[config.mk]
export PLATFORM = sky130hd
export DESIGN_NAME = dma_irq_coalesce
export DESIGN_NICKNAME = d
export VERILOG_FILES = /design/src/rtl/dma_irq_pkg.sv /design/src/rtl/irq_batch_cnt.sv /design/src/rtl/irq_idle_timer.sv /design/src/rtl/irq_status.sv /design/src/rtl/dma_irq_coalesce.sv
export SDC_FILE = /design/constraint.sdc
export NUM_CORES = 1
export LEC_CHECK = 0
export BUFFER_PORTS_ARGS = -buffer_cell sky130_fd_sc_hd__buf_4
export CELL_PAD_IN_SITES_DETAIL_PLACEMENT = 1
export CELL_PAD_IN_SITES_GLOBAL_PLACEMENT = 1
export CORE_ASPECT_RATIO = 1.1
export CORE_MARGIN = 1.5
export CORE_UTILIZATION = 38
export CTS_CLUSTER_SIZE = 28
export DETAILED_ROUTE_END_ITERATION = 8
export GPL_TIMING_DRIVEN = 0
export PLACE_DENSITY_LB_ADDON = 0.1
export SKIP_LAST_GASP = 1
export SYNTH_ARGS = -nofsm -noshare
export SYNTH_HDL_FRONTEND = slang
export SYNTH_SLANG_ARGS = --single-unit
[constraint.sdc]
create_clock -name clk_i -period 3.4 [get_ports clk_i]
set_input_delay 0.85 -clock clk_i [delete_from_list [all_inputs] [get_ports clk_i]]
set_output_delay 0.85 -clock clk_i [all_outputs]
set_load 0.005 [all_outputs]
[src/rtl/dma_irq_pkg.sv]
package dma_irq_pkg;
  localparam int unsigned NUM_SRC = 3;
  typedef enum logic [1:0] {
    SRC_IOC = 2'd0,
    SRC_DLY = 2'd1,
    SRC_ERR = 2'd2
  } irq_src_e;
endpackage

[src/rtl/irq_batch_cnt.sv]
module irq_batch_cnt #(
  parameter int unsigned CNT_W = 8
) (
  input  logic             clk_i,
  input  logic             rst_ni,
  input  logic             soft_rst_i,
  input  logic             we_i,
  input  logic [CNT_W-1:0] thresh_i,
  input  logic             reload_i,
  input  logic             event_i,
  output logic [CNT_W-1:0] thresh_o,
  output logic             fire_o
);
  localparam logic [CNT_W-1:0] ONE = CNT_W'(1);

  logic [CNT_W-1:0] thresh_q, cnt_q, base;
  logic             accept;

  assign accept   = we_i && (thresh_i != '0);
  // a timeout reload is applied before a same-cycle event is counted
  assign base     = reload_i ? thresh_q : cnt_q;
  assign fire_o   = event_i && !accept && !soft_rst_i && (base == ONE);
  assign thresh_o = thresh_q;

  always_ff @(posedge clk_i or negedge rst_ni) begin
    if (!rst_ni) begin
      thresh_q <= ONE;
      cnt_q    <= ONE;
    end else if (soft_rst_i) begin
      thresh_q <= ONE;
      cnt_q    <= ONE;
    end else if (accept) begin
      thresh_q <= thresh_i;
      cnt_q    <= thresh_i;
    end else if (event_i) begin
      cnt_q <= (base == ONE) ? thresh_q : base - ONE;
    end else begin
      cnt_q <= base;
    end
  end
endmodule

[src/rtl/irq_idle_timer.sv]
module irq_idle_timer #(
  parameter int unsigned DLY_W    = 8,
  parameter int unsigned TICK_DIV = 125
) (
  input  logic             clk_i,
  input  logic             rst_ni,
  input  logic             soft_rst_i,
  input  logic             we_i,
  input  logic [DLY_W-1:0] delay_i,
  input  logic             sop_i,
  input  logic             eop_i,
  output logic [DLY_W-1:0] delay_o,
  output logic             fire_o
);
  localparam int unsigned PRE_W = $clog2(TICK_DIV);
  localparam logic [PRE_W-1:0] PRE_MAX = PRE_W'(TICK_DIV - 1);

  logic [DLY_W-1:0] delay_q, unit_q;
  logic [PRE_W-1:0] pre_q;
  logic             run_q, armed, wrap;

  assign armed   = run_q && (delay_q != '0);
  assign wrap    = (pre_q == PRE_MAX);
  assign fire_o  = armed && wrap && (unit_q >= delay_q - DLY_W'(1))
                   && !eop_i && !sop_i && !soft_rst_i;
  assign delay_o = delay_q;

  always_ff @(posedge clk_i or negedge rst_ni) begin
    if (!rst_ni) begin
      delay_q <= '0;
      run_q   <= 1'b0;
      pre_q   <= '0;
      unit_q  <= '0;
    end else if (soft_rst_i) begin
      delay_q <= '0;
      run_q   <= 1'b0;
      pre_q   <= '0;
      unit_q  <= '0;
    end else begin
      if (we_i) delay_q <= delay_i;
      if (eop_i) begin
        run_q  <= 1'b1;
        pre_q  <= '0;
        unit_q <= '0;
      end else if (sop_i || fire_o) begin
        run_q  <= 1'b0;
        pre_q  <= '0;
        unit_q <= '0;
      end else if (armed) begin
        pre_q <= wrap ? '0 : pre_q + PRE_W'(1);
        if (wrap) unit_q <= unit_q + DLY_W'(1);
      end
    end
  end
endmodule

[src/rtl/irq_status.sv]
module irq_status #(
  parameter int unsigned N = 3
) (
  input  logic         clk_i,
  input  logic         rst_ni,
  input  logic         soft_rst_i,
  input  logic         en_we_i,
  input  logic [N-1:0] en_i,
  input  logic [N-1:0] set_i,
  input  logic [N-1:0] clr_i,
  output logic [N-1:0] en_o,
  output logic [N-1:0] sts_o,
  output logic         irq_o
);
  logic [N-1:0] en_q, sts_q;

  always_ff @(posedge clk_i or negedge rst_ni) begin
    if (!rst_ni)         en_q <= '0;
    else if (soft_rst_i) en_q <= '0;
    else if (en_we_i)    en_q <= en_i;
  end

  for (genvar k = 0; k < N; k++) begin : g_bit
    always_ff @(posedge clk_i or negedge rst_ni) begin
      if (!rst_ni)         sts_q[k] <= 1'b0;
      else if (soft_rst_i) sts_q[k] <= 1'b0;
      else if (set_i[k])   sts_q[k] <= 1'b1;
      else if (clr_i[k])   sts_q[k] <= 1'b0;
    end
  end

  assign en_o  = en_q;
  assign sts_o = sts_q;
  assign irq_o = |(sts_q & en_q);
endmodule

[src/rtl/dma_irq_coalesce.sv]
module dma_irq_coalesce
  import dma_irq_pkg::*;
#(
  parameter int unsigned CNT_W    = 8,
  parameter int unsigned DLY_W    = 8,
  parameter int unsigned TICK_DIV = 125
) (
  input  logic               clk_i,
  input  logic               rst_ni,
  input  logic               soft_rst_i,
  input  logic               cfg_we_i,
  input  logic [CNT_W-1:0]   cfg_thresh_i,
  input  logic [DLY_W-1:0]   cfg_delay_i,
  input  logic [NUM_SRC-1:0] cfg_en_i,
  input  logic [NUM_SRC-1:0] clr_i,
  input  logic               desc_done_i,
  input  logic               desc_ioc_i,
  input  logic               pkt_sop_i,
  input  logic               pkt_eop_i,
  input  logic               err_i,
  output logic [CNT_W-1:0]   thresh_o,
  output logic [DLY_W-1:0]   delay_o,
  output logic [NUM_SRC-1:0] en_o,
  output logic [NUM_SRC-1:0] sts_o,
  output logic               irq_o
);
  logic               ioc_fire, dly_fire;
  logic [NUM_SRC-1:0] set;

  irq_batch_cnt #(.CNT_W(CNT_W)) u_batch (
    .clk_i, .rst_ni, .soft_rst_i,
    .we_i     (cfg_we_i),
    .thresh_i (cfg_thresh_i),
    .reload_i (dly_fire),
    .event_i  (desc_done_i && desc_ioc_i),
    .thresh_o (thresh_o),
    .fire_o   (ioc_fire)
  );

  irq_idle_timer #(.DLY_W(DLY_W), .TICK_DIV(TICK_DIV)) u_timer (
    .clk_i, .rst_ni, .soft_rst_i,
    .we_i    (cfg_we_i),
    .delay_i (cfg_delay_i),
    .sop_i   (pkt_sop_i),
    .eop_i   (pkt_eop_i),
    .delay_o (delay_o),
    .fire_o  (dly_fire)
  );

  always_comb begin
    set          = '0;
    set[SRC_IOC] = ioc_fire;
    set[SRC_DLY] = dly_fire;
    set[SRC_ERR] = err_i;
  end

  irq_status #(.N(NUM_SRC)) u_status (
    .clk_i, .rst_ni, .soft_rst_i,
    .en_we_i (cfg_we_i),
    .en_i    (cfg_en_i),
    .set_i   (set),
    .clr_i   (clr_i),
    .en_o    (en_o),
    .sts_o   (sts_o),
    .irq_o   (irq_o)
  );
endmodule

==> parameters.txt, run 1 <==
Parameter                              Value

Worst setup path
  Critical Path Source Type    flop
  Highest fanout seen on the critical path    10
  Required time of the critical path    approximately 3.7 ns
  Arrival @ worst endpoint    4.12 ns
  FF-to-FF path depth    18
  Endpoint type of the worst setup path    flop
  Type of the worst setup path    reg -> reg

Floorplan
  Rows    33
  Starting density of the core    0.3936
  DIE AREA    approximately 8300 um^2
  Floorplan core area    7515 um^2
  Die boundary width    between 80 and 90 um
  Height of the die    ~96 um
  Number of ports placed on the die boundary    54

Cells and area
  Number of nets in the layout    460
  Layout Cell Area excl Fill    just under 4000 um^2
  Layout Area Growth over Synthesis    34.48%
  Proportion of layout cells with a drive suffix above 1    0.3253
  Final Core Density    0.5293
  Antenna fix cells    0

STA
  Skew final    0.01167 ns
  F_max    approximately 260 MHz
  Final number of max-transition violations    0
  Unrepaired setup endpoints after global routing    yes
  Final WS setup    -0.4650 ns
  Final min period    approximately 3.9 ns
  Worst slew margin    0.5508
  Final hold violation count    0
  Final TNS setup    -3.760 ns
  Final-layout worst hold slack    ~0.5 ns
  Slew at the pin closest to its max-slew limit    between 0.6 and 0.7 ns
  Final setup fails    9
  Portion of the clock cycle consumed by the worst path in the final layout    1.137

Logic synthesis
  Number of synthesized flops with an enable pin    0
  Synthesized netlist net count    about 370
  Share of the synthesized netlist area taken by xor and xnor gates    0.04146
  Complex-gate fraction of the synthesized area    0.1836
  Adder-cell share of the synthesized area    0.06345
  Largest family of logic cells by synthesized area    simple AND/OR/NAND/NOR gates
  Synth Area per Inst    9.101 um^2
  Flops & latches, synth    46
  Warnings from Yosys    0
  Post-Syn Instances    roughly 330
  Post-synthesis cell area    2958 um^2
  Portion of the post-synthesis area used by sequential elements    0.3900
  Most frequently used flop master after synthesis    sky130_fd_sc_hd__dfrtp_1
  Multiplexer share of the synthesized area    0.05076
  Basic-gate share of the synthesized area counting and, or, nand and nor cells    0.2318
  Cell variety after synth    61
  Async set-or-reset flop fraction in the synthesized netlist    1.000

Detailed routing
  Vias post-DR    slightly below 3k
  Routed Antenna Nets    0
  Average vias per placed instance    ~5.6
  Detailed-route wire length per cell    about 19 um
  Iteration count of the initial detailed-routing pass    4
  Number of DRC violations after detailed-routing iteration 0    131
  Total wire length after detailed routing    between 10000 and 15000 um
  DRC viols    0

Outcome
  Outcome    complete, but fails checks
  Violated checks    negative setup slack

Clocking
  Number of clock buffers inserted by TritonCTS    5
  Insertion delay to the later sink of the worst-skew pair    between 0.3 and 0.4 ns
  Clock-pin slew on the worst setup and hold paths    roughly 0.10 ns
  Clock H-tree levels    2
  Clock sink count    46
  Clk root buf    sky130_fd_sc_hd__clkbuf_8
  Number of hold-repair buffers added at the cts stage    0
  TritonCTS clock tree    done
  CTS max path bufs    2

Placed design
  IO Port Bufs    53
  Routability Congestion    between 0.9 and 1
  Worst slack at placement    -0.8456 ns
  Total placed instance area    about 3500 um^2
  Post-detailed-placement half-perimeter wirelength    slightly below 7000 um

Global routing
  Overall Global Routing Usage    0.2515
  Via count of the first global-routing pass    2988
  Final global-route overflow total    0
  Initial antenna violation count    0
  Largest net degree at the start of global routing    between 40 and 50
  First-pass GRT wire length    approximately 16000 um

Run
  MaxCap Viol Count    0

Pwr
  Maximum resistive drop on vdd    about 0.16 mV
  Power per standard cell area    ~350 nW/um^2
  Pleak    ~1.7 nW

Hold path
  Worst hold path stage count    2
  HP Class    reg -> reg
state kept, by name, indices dropped and copies added, names as in the netlist:
signal / flops
u_status.en_o: 3
u_status.sts_o: 3
u_timer.pre_q: 7
u_timer.delay_o: 8
u_batch.thresh_o: 8
u_batch.cnt_q: 8
u_timer.unit_q: 8
u_timer.run_q: 1
stage by stage:
step	instances	power [W]
floorplan	325	0.0007721
global placement	483	0.0008889
detailed placement	483	0.0008954
CTS	514	0.001371
global route	520	0.001453
finish	520	0.001392
worst max-delay path: stages (launching register included):
cell and delay, ns:
sky130_fd_sc_hd__dfrtp_1 0.42, sky130_fd_sc_hd__buf_4 0.16, sky130_fd_sc_hd__buf_4 0.14, sky130_fd_sc_hd__nor3_2 0.16, sky130_fd_sc_hd__nand2_1 0.11, sky130_fd_sc_hd__xor2_1 0.16, sky130_fd_sc_hd__ha_1 0.32, sky130_fd_sc_hd__a21oi_2 0.19
sky130_fd_sc_hd__o21ai_2 0.10, sky130_fd_sc_hd__o21ai_4 0.25, sky130_fd_sc_hd__mux2i_2 0.28, sky130_fd_sc_hd__ha_2 0.22, sky130_fd_sc_hd__nor4b_4 0.24, sky130_fd_sc_hd__nand2_1 0.12, sky130_fd_sc_hd__o21a_4 0.23, sky130_fd_sc_hd__and2_4 0.14
sky130_fd_sc_hd__buf_8 0.13, sky130_fd_sc_hd__a311oi_2 0.20, sky130_fd_sc_hd__o221a_1 0.22
routing by layer:
metal  global-route usage  routed length, um
met1               0.3182               4175
met2               0.4451               5320
met3              0.03203                386
met4              0.07804                171
met5                    0                  0
synth_stat cells (8+ instances only):
cell type | count | area, um^2
sky130_fd_sc_hd__dfrtp_1 | 44 | 1101
sky130_fd_sc_hd__nand2_1 | 44 | 165.2
sky130_fd_sc_hd__nor2_1 | 31 | 116.4
sky130_fd_sc_hd__a21oi_1 | 17 | 85.08
sky130_fd_sc_hd__ha_1 | 15 | 187.7
sky130_fd_sc_hd__mux2i_1 | 15 | 150.1
sky130_fd_sc_hd__inv_1 | 14 | 52.55
sky130_fd_sc_hd__nor3_1 | 13 | 65.06
sky130_fd_sc_hd__o21ai_0 | 11 | 55.05
sky130_fd_sc_hd__nand3_1 | 10 | 50.05
sky130_fd_sc_hd__clkbuf_1 | 8 | 30.03
power by group:
| group | internal (W) | leakage, nW | total (W) | switching (W) |
|---|---|---|---|---|
| Clock | 0.000219 | 0.0504 | 0.000439 | 0.000219 |
| Combinational | 0.000169 | 1.09 | 0.000353 | 0.000184 |
| Sequential | 0.000571 | 0.608 | 0.000601 | 0.0000297 |
placed cells by master (no fill, tap or decap), drive strengths merged, types with 10 or more instances in the layout:
cell    Yosys  routed
o21ai      12      12
mux2i      15      15
inv        14      14
nor2       31      31
a21oi      17      17
nor3       13      13
buf         6      88
clkbuf      8      13
nand3      10      10
nand2      44      44
dfrtp      44      44
ha         15      15
what timing repair did:
action | 4_1_cts | 5_1_grt
gates resized for setup | 23 | 7
pin swaps | 15 | 8
endpoints found under the setup margin | 9 | 9
setup buffers | 23 | 6
path summary, 6_finish.rpt:
path	endpoint	slack, ns	start
setup / recovery	u_batch.cnt_q[5]$_DFF_PN0_	-0.47	u_timer.delay_o[0]$_DFFE_PN0P_
hold / removal	u_batch.thresh_o[0]$_DFFE_PN1P_	0.52	u_batch.thresh_o[0]$_DFFE_PN1P_
setup reg to reg	u_batch.cnt_q[5]$_DFF_PN0_	-0.47	u_timer.delay_o[0]$_DFFE_PN0P_
hold reg to reg	u_batch.thresh_o[0]$_DFFE_PN1P_	0.52	u_batch.thresh_o[0]$_DFFE_PN1P_
max in group asynchronous	u_timer.delay_o[2]$_DFFE_PN0P_	2.40	rst_ni
min in group asynchronous	u_batch.cnt_q[4]$_DFF_PN0_	0.53	rst_ni
kinds of logic after synthesis:
logic type / after synthesis
flops: 46
fa+ha+maj: 15
simple gates: 133
buf+inv: 28
xor+xnor: 14
mux: 15
compound gates: 74
final cells by class:
type | instances | area, um^2
sequential | 46 | 1160
tap | 105 | 131.4
timing repair buffer | 82 | 615.6
inverter | 14 | 52.55
buffer | 14 | 66.31
clock inverter | 3 | 45.04
clock buffer | 5 | 68.82
fill | 896 | 3537
multi-input combinational | 251 | 1838
Power figures use the tool's default switching activity.
==> run 2, diff against run 1 <==
--- a/config.mk
+++ b/config.mk
@@ -15,6 +15,7 @@
 export DETAILED_ROUTE_END_ITERATION = 8
 export GPL_TIMING_DRIVEN = 0
 export PLACE_DENSITY_LB_ADDON = 0.1
+export SETUP_SLACK_MARGIN = 0.4
 export SKIP_LAST_GASP = 1
 export SYNTH_ARGS = -nofsm -noshare
 export SYNTH_HDL_FRONTEND = slang
==> parameters.txt, run 2 (synthesis results as in run 1) <==
Parameter                              Value

Floorplan
  Number of ports placed on the die boundary    54 (unchanged)
  Rows    33 (unchanged)
  Height of the die    95.53 um (unchanged)
  Starting density of the core    0.3936 (unchanged)
  Floorplan core area    7515 um^2 (unchanged)
  DIE AREA    8323 um^2 (unchanged)
  Die boundary width    87.12 um (unchanged)

Global routing
  First-pass GRT wire length    16000 um (unchanged)
  GRT Max-Usage Layer    met2 (unchanged)
  Met3 capacity usage during global routing    0.03203 (unchanged)
  Global-route track usage on met2    0.4451 (unchanged)
  Met1 Usage GRT    0.3182 (unchanged)
  Via count of the first global-routing pass    2988 (unchanged)
  Final global-route overflow total    0 (unchanged)
  Largest net degree at the start of global routing    47 (unchanged)
  Initial antenna violation count    0 (unchanged)
  Overall Global Routing Usage    0.2515 (unchanged)

Clocking
  CTS max path bufs    2 (unchanged)
  Clock H-tree levels    2 (unchanged)
  TritonCTS clock tree    done (unchanged)
  Clk root buf    sky130_fd_sc_hd__clkbuf_8 (unchanged)
  Insertion delay to the later sink of the worst-skew pair    0.31 ns (about the same)
  Clock sink count    46 (unchanged)
  Number of clock buffers inserted by TritonCTS    5 (unchanged)
  Clock-pin slew on the worst setup and hold paths    0.10 ns (about the same)

Pwr
  Sequential Power Share    0.431 (about the same)
  Power per standard cell area    346.4 nW/um^2 (was 350.0 nW/um^2)
  Sw Share    0.3107 (was 0.3111)
  Maximum resistive drop on vdd    0.1588 mV (was 0.1583 mV)
  Pleak    1.763 nW (was 1.744 nW)
  Net switching power    0.0004326 W (was 0.0004332 W)
  Combinational Power Share    0.255 (was 0.254)
  Share of total power in the clock network    0.313 (was 0.315)
  Cell-internal power    0.0009599 W (was 0.0009591 W)
  Overall power after layout    0.001393 W (was 0.001392 W)

Detailed routing
  Number of DRC violations after detailed-routing iteration 0    114 (was 131)
  Routed Antenna Nets    0 (unchanged)
  Detailed-route wire length per cell    19.67 um (was 19.33 um)
  Vias post-DR    2940 (was 2930)
  Total wire length after detailed routing    10230 um (was 10050 um)
  Iteration count of the initial detailed-routing pass    4 (unchanged)
  DRC viols    0 (unchanged)
  Average vias per placed instance    5.654 (was 5.635)

Outcome
  Outcome    complete, but fails checks (unchanged)
  Violated checks    negative setup slack (unchanged)

STA
  Slew at the pin closest to its max-slew limit    0.8909 ns (was 0.6738 ns)
  Final min period    3.864 ns (was 3.865 ns)
  Final setup fails    9 (unchanged)
  Skew final    0.009457 ns (was 0.01167 ns)
  Final WS setup    -0.4644 ns (was -0.4650 ns)
  Final hold violation count    0 (unchanged)
  Worst slew margin    0.4015 (was 0.5508)
  F_max    258.8 MHz (was 258.7 MHz)
  Final-layout worst hold slack    0.5168 ns (was 0.5154 ns)
  Final TNS setup    -3.752 ns (was -3.760 ns)
  Unrepaired setup endpoints after global routing    yes (unchanged)
  Portion of the clock cycle consumed by the worst path in the final layout    1.137 (about the same)
  Final number of max-transition violations    0 (unchanged)

Cells and area
  Proportion of layout cells with a drive suffix above 1    0.3325 (was 0.3253)
  Leading cell type in the layout, fill and taps excluded    sky130_fd_sc_hd__buf_4 (unchanged)
  Layout Area Growth over Synthesis    35.91% (was 34.48%)
  Leading cell types in the layout, fill and taps excluded    sky130_fd_sc_hd__buf_4, sky130_fd_sc_hd__nand2_1, sky130_fd_sc_hd__dfrtp_1 (unchanged)
  Number of nets in the layout    460 (unchanged)
  Final Core Density    0.5350 (was 0.5293)
  Layout Cell Area excl Fill    4020 um^2 (was 3978 um^2)
  Antenna fix cells    0 (unchanged)

Worst setup path
  FF-to-FF path depth    20 (was 18)
  Critical path buffers and inverters    5 (was 3)
  CP max-delay cell    sky130_fd_sc_hd__dfrtp_1 (unchanged)
  Most common cell type on the critical path    sky130_fd_sc_hd__buf_4
  Type of the worst setup path    reg -> reg (unchanged)
  Family of cells with the greatest summed delay on the critical path    compound AO/OA/AOI/OAI gates (unchanged)
  CP peak stage delay    0.42 ns (about the same)
  Critical Path Source Type    flop (unchanged)
  Highest fanout seen on the critical path    10 (unchanged)
  Endpoint type of the worst setup path    flop (unchanged)
  Arrival @ worst endpoint    4.07 ns (was 4.12 ns)
  Ordered list of cells on the worst path    buf_4 -> buf_4 -> nor3_2 -> nand2_1 -> xor2_1 -> ha_1 -> a21oi_2 -> o21ai_2 -> o21ai_4 -> mux2i_4 -> inv_1 -> ha_2 -> nor4b_4 -> buf_4 -> nand2b_1 -> o21a_4 -> and2_4 -> buf_8 -> o221ai_1 -> a311oi_1 (was buf_4 -> buf_4 -> nor3_2 -> nand2_1 -> xor2_1 -> ha_1 -> a21oi_2 -> o21ai_2 -> o21ai_4 -> mux2i_2 -> ha_2 -> nor4b_4 -> nand2_1 -> o21a_4 -> and2_4 -> buf_8 -> a311oi_2 -> o221a_1)
  Cell count along the critical path    20 (was 18)
  Required time of the critical path    3.61 ns (was 3.65 ns)

Run
  MaxCap Viol Count    0 (unchanged)

Placed design
  Routability Congestion    0.9006 (unchanged)
  IO Port Bufs    53 (unchanged)
  Post-detailed-placement half-perimeter wirelength    6824 um (unchanged)
  Total placed instance area    3516 um^2 (unchanged)

Hold path
  Worst hold path stage count    2 (unchanged)
  HP Class    reg -> reg (unchanged)
[run 2: cell count changes in the layout (fill, tap and decap cells not counted)]
cell                       previous run  this run
sky130_fd_sc_hd__nand2_1             44        43
sky130_fd_sc_hd__buf_6                0         1
sky130_fd_sc_hd__buf_12               0         1
sky130_fd_sc_hd__o21ai_2              3         4
sky130_fd_sc_hd__o21ai_0              8         7
sky130_fd_sc_hd__nand2_8              0         1
sky130_fd_sc_hd__clkbuf_1             8         7
sky130_fd_sc_hd__buf_2                2         1
[run 2: path summary, 6_finish.rpt]
kind / start / to / slack [ns]
min in group asynchronous: rst_ni / u_batch.cnt_q[4]$_DFF_PN0_ / 0.53
setup reg to reg: u_timer.delay_o[0]$_DFFE_PN0P_ / u_batch.cnt_q[3]$_DFF_PN0_ / -0.46
setup / recovery: u_timer.delay_o[0]$_DFFE_PN0P_ / u_batch.cnt_q[3]$_DFF_PN0_ / -0.46
hold reg to reg: u_batch.thresh_o[0]$_DFFE_PN1P_ / u_batch.thresh_o[0]$_DFFE_PN1P_ / 0.52
hold / removal: u_batch.thresh_o[0]$_DFFE_PN1P_ / u_batch.thresh_o[0]$_DFFE_PN1P_ / 0.52
max in group asynchronous: rst_ni / u_timer.delay_o[2]$_DFFE_PN0P_ / 2.40
[run 2: layer usage]
metal	wire [um]	part of all wire	up-vias
met3	373	0.036	18
met5	0	0	-
li1	-	-	1364
met1	4280	0.42	1484
met4	174	0.017	0
met2	5399	0.53	74
[run 2: power by group through the flow]
stage | Combinational, W | Sequential [W] | Clock (W)
after floorplan | 0.000169 | 0.000603 | 0
after global placement | 0.000280 | 0.000609 | 0
after detailed placement | 0.000285 | 0.000610 | 0
after CTS | 0.000331 | 0.000600 | 0.000440
after global routing | 0.000386 | 0.000604 | 0.000465
final | 0.000355 | 0.000601 | 0.000436
[run 2: stage by stage]
step / setup WS (ns) / cells
final: -0.4644 / 520
after global placement: -0.8264 / 483
after detailed placement: -0.8456 / 483
after global routing: -0.6617 / 520
after floorplan: -0.2289 / 325
after CTS: -0.3794 / 514
[run 2: layout make-up]
cell class	count	area (um^2)
buffer	14	88.84
clock buffer	5	68.82
clock inverter	3	45.04
fill	896	3495
inverter	14	52.55
multi-input combinational	251	1858
sequential	46	1160
tap	105	131.4
timing repair buffer	82	615.6
[run 2: repair_timing]
action	CTS	global route
pin swaps	15	9
hold buffers	0	0
setup endpoints to repair	16	17
gates resized for setup	24	22
setup buffers	23	6
[run 2: worst min-delay path: stages (launching register included)]
cell and delay [ns]:
sky130_fd_sc_hd__dfstp_2 0.41, sky130_fd_sc_hd__nand2_1 0.06, sky130_fd_sc_hd__nand2_1 0.05
